File: src/rtl/xlate_pkg.sv
package xlate_pkg;
  localparam int EA_W     = 32;
  localparam int NSEG     = 16;
  localparam int SEL_W    = $clog2(NSEG);
  localparam int VSID_W   = 24;
  localparam int PAGE_B   = 12;
  localparam int RPN_W    = EA_W - PAGE_B;

  localparam logic [1:0] ACC_FETCH = 2'd0;
  localparam logic [1:0] ACC_LOAD  = 2'd1;
  localparam logic [1:0] ACC_STORE = 2'd2;

  localparam logic [2:0] DK_INT   = 3'd0;
  localparam logic [2:0] DK_FLOAT = 3'd1;
  localparam logic [2:0] DK_RESV  = 3'd2;
  localparam logic [2:0] DK_CACHE = 3'd3;
  localparam logic [2:0] DK_EXT   = 3'd4;

  typedef enum logic [1:0] {ST_OK = 2'd0, ST_IFAULT = 2'd1,
                            ST_DFAULT = 2'd2, ST_ALIGN = 2'd3} status_e;

  typedef enum logic [2:0] {CZ_NONE, CZ_NOEXEC, CZ_MISS, CZ_PROT,
                            CZ_RESV, CZ_EXT, CZ_ALIGN} cause_e;

  typedef struct packed {
    logic              dstore;
    logic              key_sup;
    logic              key_usr;
    logic              noexec;
    logic [VSID_W-1:0] vsid;
  } seg_t;

  function automatic logic perm_covers(input logic [2:0] perm, input logic [1:0] acc);
    case (acc)
      ACC_FETCH: return perm[2];
      ACC_STORE: return perm[1];
      default:   return perm[0];
    endcase
  endfunction
endpackage

File: src/rtl/xlate_segfile.sv
module xlate_segfile
  import xlate_pkg::*;
#(
  parameter int N  = NSEG,
  parameter int W  = EA_W,
  localparam int IW = $clog2(N)
) (
  input  logic          clk,
  input  logic          rst_n,
  input  logic          we,
  input  logic [IW-1:0] widx,
  input  logic [W-1:0]  wdata,
  input  logic [IW-1:0] ridx,
  output seg_t          rdata
);
  seg_t regs [N];
  seg_t wseg;
  logic unused_bits;

  assign wseg = '{dstore: wdata[W-1], key_sup: wdata[W-2], key_usr: wdata[W-3],
                  noexec: wdata[W-4], vsid: wdata[VSID_W-1:0]};
  assign unused_bits = ^wdata[W-5:VSID_W];

  for (genvar g = 0; g < N; g++) begin : g_seg
    always_ff @(posedge clk or negedge rst_n) begin
      if (!rst_n)                          regs[g] <= '0;
      else if (we && widx == IW'(g))       regs[g] <= wseg;
    end
  end

  assign rdata = regs[ridx];
endmodule

File: src/rtl/xlate_perm.sv
module xlate_perm
  import xlate_pkg::*;
(
  input  logic       key,
  input  logic       dstore,
  input  logic       noexec,
  input  logic [1:0] pp,
  output logic [2:0] perm
);
  logic [2:0] page;
  always_comb begin
    case (pp)
      2'd0:    page = key ? 3'b000 : 3'b111;
      2'd1:    page = key ? 3'b101 : 3'b111;
      2'd2:    page = 3'b111;
      default: page = 3'b101;
    endcase
    if (noexec) page[2] = 1'b0;
    perm = dstore ? (key ? 3'b011 : 3'b001) : page;
  end
endmodule

File: src/rtl/xlate_syndrome.sv
module xlate_syndrome
  import xlate_pkg::*;
(
  input  cause_e      cause,
  input  logic [1:0]  acc,
  output status_e     status,
  output logic [31:0] syn
);
  logic fetch, store;
  assign fetch = (acc == ACC_FETCH);
  assign store = (acc == ACC_STORE);

  always_comb begin
    status = ST_OK;
    syn    = '0;
    case (cause)
      CZ_NOEXEC: begin status = ST_IFAULT; syn = 32'h1000_0000; end
      CZ_MISS: begin
        status = fetch ? ST_IFAULT : ST_DFAULT;
        syn    = store ? 32'h4200_0000 : 32'h4000_0000;
      end
      CZ_PROT: begin
        status = fetch ? ST_IFAULT : ST_DFAULT;
        syn    = store ? 32'h0A00_0000 : 32'h0800_0000;
      end
      CZ_RESV: begin status = ST_DFAULT; syn = store ? 32'h0600_0000 : 32'h0400_0000; end
      CZ_EXT:  begin status = ST_DFAULT; syn = store ? 32'h0610_0000 : 32'h0410_0000; end
      CZ_ALIGN: status = ST_ALIGN;
      default: ;
    endcase
  end
endmodule

File: src/rtl/xlate_seq.sv
module xlate_seq
  import xlate_pkg::*;
(
  input  logic              clk,
  input  logic              rst_n,
  input  logic              req_valid,
  output logic              req_ready,
  input  logic [EA_W-1:0]   req_ea,
  input  logic [1:0]        req_acc,
  input  logic [2:0]        req_kind,
  input  logic              req_real,
  input  logic              req_user,
  input  logic              sr_we,
  input  logic [SEL_W-1:0]  sr_widx,
  input  logic [EA_W-1:0]   sr_wdata,
  output logic              bat_req_valid,
  output logic [EA_W-1:0]   bat_ea,
  output logic              bat_fetch,
  output logic              bat_user,
  input  logic              bat_rsp_valid,
  input  logic              bat_hit,
  input  logic [EA_W-1:0]   bat_raddr,
  input  logic [2:0]        bat_perm,
  output logic              walk_req_valid,
  output logic [VSID_W-1:0] walk_vsid,
  output logic [EA_W-1:0]   walk_ea,
  input  logic              walk_rsp_valid,
  input  logic              walk_found,
  input  logic [RPN_W-1:0]  walk_rpn,
  input  logic [1:0]        walk_pp,
  output logic              rsp_valid,
  input  logic              rsp_ready,
  output logic [1:0]        rsp_status,
  output logic [EA_W-1:0]   rsp_raddr,
  output logic [2:0]        rsp_perm,
  output logic [31:0]       rsp_syndrome,
  output logic [EA_W-1:0]   rsp_fault_addr
);
  typedef enum logic [1:0] {S_IDLE, S_BLK, S_WALK, S_DONE} state_e;
  state_e state;

  logic [EA_W-1:0] ea_q;
  logic [1:0]      acc_q;
  logic [2:0]      kind_q;
  logic            user_q;

  seg_t       seg;
  logic       key;
  logic [2:0] seg_perm;
  logic [2:0] page_perm;

  xlate_segfile #(.N(NSEG), .W(EA_W)) u_seg (
    .clk(clk), .rst_n(rst_n), .we(sr_we), .widx(sr_widx), .wdata(sr_wdata),
    .ridx(ea_q[EA_W-1 -: SEL_W]), .rdata(seg));

  assign key = user_q ? seg.key_usr : seg.key_sup;

  xlate_perm u_dsperm (.key(key), .dstore(1'b1), .noexec(seg.noexec),
                       .pp(2'd0), .perm(seg_perm));
  xlate_perm u_pgperm (.key(key), .dstore(1'b0), .noexec(seg.noexec),
                       .pp(walk_pp), .perm(page_perm));

  // next-result decision
  logic            fin;
  logic            go_walk;
  cause_e          d_cause;
  logic [EA_W-1:0] d_raddr;
  logic [2:0]      d_perm;
  logic [1:0]      acc_sel;
  status_e         d_status;
  logic [31:0]     d_syn;

  assign acc_sel = (state == S_IDLE) ? req_acc : acc_q;

  always_comb begin
    fin     = 1'b0;
    go_walk = 1'b0;
    d_cause = CZ_NONE;
    d_raddr = ea_q;
    d_perm  = 3'b000;
    case (state)
      S_IDLE: if (req_valid && req_real) begin
        fin     = 1'b1;
        d_raddr = req_ea;
        d_perm  = 3'b111;
      end
      S_BLK: if (bat_rsp_valid) begin
        fin = 1'b1;
        if (bat_hit) begin
          d_raddr = bat_raddr;
          d_perm  = bat_perm;
          if (!perm_covers(bat_perm, acc_q)) d_cause = CZ_PROT;
        end else if (seg.dstore) begin
          d_perm = seg_perm;
          if (acc_q == ACC_FETCH) d_cause = CZ_NOEXEC;
          else begin
            case (kind_q)
              DK_INT:   if (!perm_covers(seg_perm, acc_q)) d_cause = CZ_PROT;
              DK_CACHE: d_cause = CZ_NONE;
              DK_FLOAT: d_cause = CZ_ALIGN;
              DK_RESV:  d_cause = CZ_RESV;
              default:  d_cause = CZ_EXT;
            endcase
          end
        end else if (seg.noexec && acc_q == ACC_FETCH) begin
          d_cause = CZ_NOEXEC;
        end else begin
          fin     = 1'b0;
          go_walk = 1'b1;
        end
      end
      S_WALK: if (walk_rsp_valid) begin
        fin     = 1'b1;
        d_raddr = {walk_rpn, ea_q[PAGE_B-1:0]};
        d_perm  = page_perm;
        if (!walk_found)                        d_cause = CZ_MISS;
        else if (!perm_covers(page_perm, acc_q)) d_cause = CZ_PROT;
      end
      default: ;
    endcase
  end

  xlate_syndrome u_syn (.cause(d_cause), .acc(acc_sel), .status(d_status), .syn(d_syn));

  always_ff @(posedge clk or negedge rst_n) begin
    if (!rst_n) begin
      state          <= S_IDLE;
      ea_q           <= '0;
      acc_q          <= '0;
      kind_q         <= '0;
      user_q         <= 1'b0;
      rsp_status     <= '0;
      rsp_raddr      <= '0;
      rsp_perm       <= '0;
      rsp_syndrome   <= '0;
      rsp_fault_addr <= '0;
    end else begin
      if (state == S_IDLE && req_valid) begin
        ea_q   <= req_ea;
        acc_q  <= req_acc;
        kind_q <= req_kind;
        user_q <= req_user;
      end
      if (fin) begin
        rsp_status     <= d_status;
        rsp_syndrome   <= d_syn;
        rsp_raddr      <= (d_status == ST_OK) ? d_raddr : '0;
        rsp_perm       <= (d_status == ST_OK) ? d_perm  : '0;
        rsp_fault_addr <= (d_status == ST_DFAULT || d_status == ST_ALIGN) ? ea_q : '0;
      end
      case (state)
        S_IDLE: if (req_valid) state <= req_real ? S_DONE : S_BLK;
        S_BLK:  if (fin) state <= S_DONE; else if (go_walk) state <= S_WALK;
        S_WALK: if (fin) state <= S_DONE;
        default: if (rsp_ready) state <= S_IDLE;
      endcase
    end
  end

  assign req_ready      = (state == S_IDLE);
  assign rsp_valid      = (state == S_DONE);
  assign bat_req_valid  = (state == S_BLK);
  assign bat_ea         = ea_q;
  assign bat_fetch      = (acc_q == ACC_FETCH);
  assign bat_user       = user_q;
  assign walk_req_valid = (state == S_WALK);
  assign walk_vsid      = seg.vsid;
  assign walk_ea        = ea_q;
endmodule

File: config.mk
export PLATFORM = sky130hd
export DESIGN_NAME = xlate_seq
export DESIGN_NICKNAME = d
export VERILOG_FILES = /design/src/rtl/xlate_pkg.sv /design/src/rtl/xlate_segfile.sv /design/src/rtl/xlate_perm.sv /design/src/rtl/xlate_syndrome.sv /design/src/rtl/xlate_seq.sv
export SDC_FILE = /design/constraint.sdc
export NUM_CORES = 1
export LEC_CHECK = 0
export CELL_PAD_IN_SITES_DETAIL_PLACEMENT = 1
export CELL_PAD_IN_SITES_GLOBAL_PLACEMENT = 2
export CORE_MARGIN = 1.5
export CORE_UTILIZATION = 40
export DETAILED_ROUTE_END_ITERATION = 6
export PLACE_DENSITY_LB_ADDON = 0.05
export SYNTH_ARGS = -nofsm -noshare
export SYNTH_HDL_FRONTEND = slang
export SYNTH_HIERARCHICAL = 1
export SYNTH_SLANG_ARGS = --single-unit
File: constraint.sdc
create_clock -name clk -period 6 [get_ports clk]
set_clock_uncertainty 0.15 [all_clocks]
set_input_delay 0.9 -clock clk [delete_from_list [all_inputs] [get_ports clk]]
set_output_delay 0.9 -clock clk [all_outputs]
set_load 0.1 [all_outputs]
==> metrics.md <==
| Metric | Value |
|---|---|
| Worst Hold Class | input pin to async pin |
| Die extent in x | 266 µm |
| Critical path class | flop to flop |
| Pin count of the biggest net entering global routing | 148 |
| Avg Inst Size Synth | 13.9 µm² |
| Seq cells post-synth | 589 |
| GP Congestion | approximately 0.78 |
| Synth Flop Type | dfrtp_1 |
| Total GRT Usage | between 20% and 30% |
| DRT iter0 DRCs | ~870 |
| DR DRC count | 0 |
| Sequential fraction of the synthesis area | between 50% and 60% |
| Htree depth | 3 |
| Core Box Area | 68300 µm² |
| CP startpoint kind | flop |
| Syn-to-layout area delta | 21.3% |
| DR pass1 iterations | 4 |
| Total Negative Setup Slacks | 0 ns |
| Status | completed |
| Setup crit end kind | flop |
| Initial antenna violation count | 7 |
| Number of distinct library cells after synthesis | 53 |
| Number of buffers created by CTS | 68 |
| # Max-Cap Violations | 0 |
| Commonest cells after routing, fill and taps aside | dfrtp_1, mux2_2, clkdlybuf4s50_1 |
| Hpwl dp | about 50000 µm |
| CTS tree | built |
| Ys Warns | 6 |
| Fmax | roughly 0.19 GHz |
| Synthesized area | about 28000 µm² |
| Via-to-Cell Ratio | 5.48 |
| Dpl ws | 0.723 ns |
| PortBufs | around 330 |
| Vias in the first global route | 19000 |
| Synth area leader | dfrtp_1 |
| Fin nets | 2391 |
| Die Y | around 270 µm |
| Core Rows | 96 |
| Final min period | between 5 and 6 ns |
| Average wire per standard cell | 25.2 µm |
| Final Setup Violations | 0 |
| # Post-CTS Setup Buffers | 0 |
| Cell count after synthesis | 1978 |
| Reg clk slew, reported paths | roughly 0.060 ns |
| Max_slew headroom | roughly 17% |
| Tcrit/Tclk final | 86.5% |
| Initial core utilization | 40.3% |
| Post-CTS sizing | 0 |
| DR vias | 17400 |
| Final core occ | about 50% |
| Top cells by area, synth | dfrtp_1, mux2_2, mux4_2, a22oi_1, nand2_1 |
| Area share of the largest cell type after synthesis | 53.5% |
| Longest Clk Path Bufs | 3 |
| Placed standard-cell area | 31300 µm² |
| Io pins | 336 |
| First-pass GRT wire length | 123000 µm |
| Post-synth EDFFs | 0 |
| Total Die Area | slightly above 70000 µm² |
| Most common cell after layout, fill and taps aside | dfrtp_1 |
| Share of layout cells above drive strength 1 | 36.5% |
| Clock Latency Late Sink | 0.59 ns |
| Hold_buf cts | 0 |
| Clock root buffer | clkbuf_16 |
| Post-route cell area | 33400 µm² |
| Slew Viols, Final | 0 |
| RSZ-0062 raised after global routing | false |
| Grt ovf | 0 |
| CTS sink cnt | 589 |
| Slew at the pin closest to its max-slew limit | 1.24 ns |
| Final Routed Wirelength | 80000 µm |
| Fin. Hold Viols | 0 |
| Final worst-path setup slack | just over 0.8 ns |
| Worst EP arrival | 5.54 ns |
| Post-route ant nets | 0 |
| CP required | 6.36 ns |
| Crit path max fanout | 35 |
| Post-synth ARST share | 100% |
-- sequential cells by signal, summed over array words and instances, names as in the netlist --
| name | cells |
|---|---|
| rsp_syndrome | 32 |
| acc_q | 2 |
| u_seg/regs | 448 |
| bat_ea | 32 |
| rsp_status | 2 |
| bat_user | 1 |
| rsp_fault_addr | 32 |
| state | 2 |
| kind_q | 3 |
| rsp_raddr | 32 |
| rsp_perm | 3 |
-- path summary, 6_finish.rpt --
| kind | startpoint | to | slack (ns) | cells past startpoint |
|---|---|---|---|---|
| max in group asynchronous | rst_n | u_seg/regs[426]$_DFFE_PN0P_ | 4.03 | 2 |
| max reg2reg | bat_ea[28]$_DFFE_PN0P_ | rsp_raddr[31]$_DFFE_PN0P_ | 0.81 | 16 |
| min in group clk | rsp_raddr[14]$_DFFE_PN0P_ | rsp_raddr[14]$_DFFE_PN0P_ | 0.33 | 2 |
| max | bat_ea[28]$_DFFE_PN0P_ | rsp_raddr[31]$_DFFE_PN0P_ | 0.81 | 16 |
| min reg2reg | rsp_raddr[14]$_DFFE_PN0P_ | rsp_raddr[14]$_DFFE_PN0P_ | 0.33 | 2 |
| min | rst_n | rsp_fault_addr[16]$_DFFE_PN0P_ | 0.18 | 1 |
-- kinds of logic after synthesis --
group	share of synthesized area [%]
other	0.0409
AO/OA/AOI/OAI	6.03
flip-flops	53.5
adder cells (fa/ha/maj)	0.454
multiplexers	30.8
XOR/XNOR	0.0636
AND/OR/NAND/NOR	4.39
buffers and inverters	4.72
-- synthesized netlist by cell type, types with 2 or more instances --
| library cell | number |
|---|---|
| a22oi_1 | 88 |
| a221o_1 | 2 |
| o31a_1 | 3 |
| nor2b_1 | 5 |
| nand2b_1 | 23 |
| nand2_1 | 160 |
| nor2_1 | 41 |
| nor2_2 | 9 |
| or4_1 | 2 |
| mux4_2 | 112 |
| buf_2 | 37 |
| clkbuf_1 | 79 |
| buf_1 | 5 |
| nor3b_1 | 3 |
| o21ai_2 | 30 |
| buf_4 | 78 |
| inv_1 | 12 |
| mux2_2 | 524 |
| ha_1 | 10 |
| or3_1 | 4 |
| o21ai_0 | 65 |
| and2_1 | 3 |
| buf_6 | 15 |
| dfrtp_1 | 589 |
| conb_1 | 3 |
| nand3b_1 | 6 |
| mux2_4 | 3 |
| a221oi_1 | 21 |
| and3_1 | 3 |
| mux2i_1 | 3 |
| a21oi_1 | 18 |
-- critical path, cell delays in order (launching register included) --
cell,delay (ns)
dfrtp_4,0.81
buf_4,0.66
mux4_2,0.59
a22oi_1,0.20
nand2_1,0.13
nor2_1,0.11
o31a_1,0.17
mux2i_1,0.08
o21ai_0,0.24
a21boi_0,0.13
o21a_1,0.26
ha_1,0.24
or3b_1,0.16
nand3b_1,0.10
or3_2,0.48
buf_4,0.32
o21ai_0,0.23
-- metal layers --
| layer | up-vias | global-route usage, % | wire length [µm] |
|---|---|---|---|
| li1 | 7638 | - | - |
| met1 | 9244 | 30.9 | 35500 |
| met2 | 372 | 38.7 | 39100 |
| met3 | 99 | 3.91 | 3730 |
| met4 | 10 | 5.93 | 1620 |
| met5 | - | 0 | 65 |
-- metrics by stage --
stage          std cells  hold WS [ns]
2_1_floorplan       2015         0.324
3_3_place_gp        3052         0.311
3_5_place_dp        3052         0.315
4_1_cts             3169         0.243
5_1_grt             3169         0.233
6_report            3171         0.175
-- area by class of cell --
type,count,area (µm²)
Timing Repair Buffer,369,3650
Antenna cell,2,5.00
Clock inverter,13,151
Fill cell,6783,34900
Multi-Input combinational cell,1200,11800
Tap cell,882,1100
Sequential cell,589,14700
Clock buffer,104,1990
Inverter,12,45.0
Power is left out: the tool's default activity adds up to more than one toggle a clock period on the data nets, which glitch-free logic cannot reach.
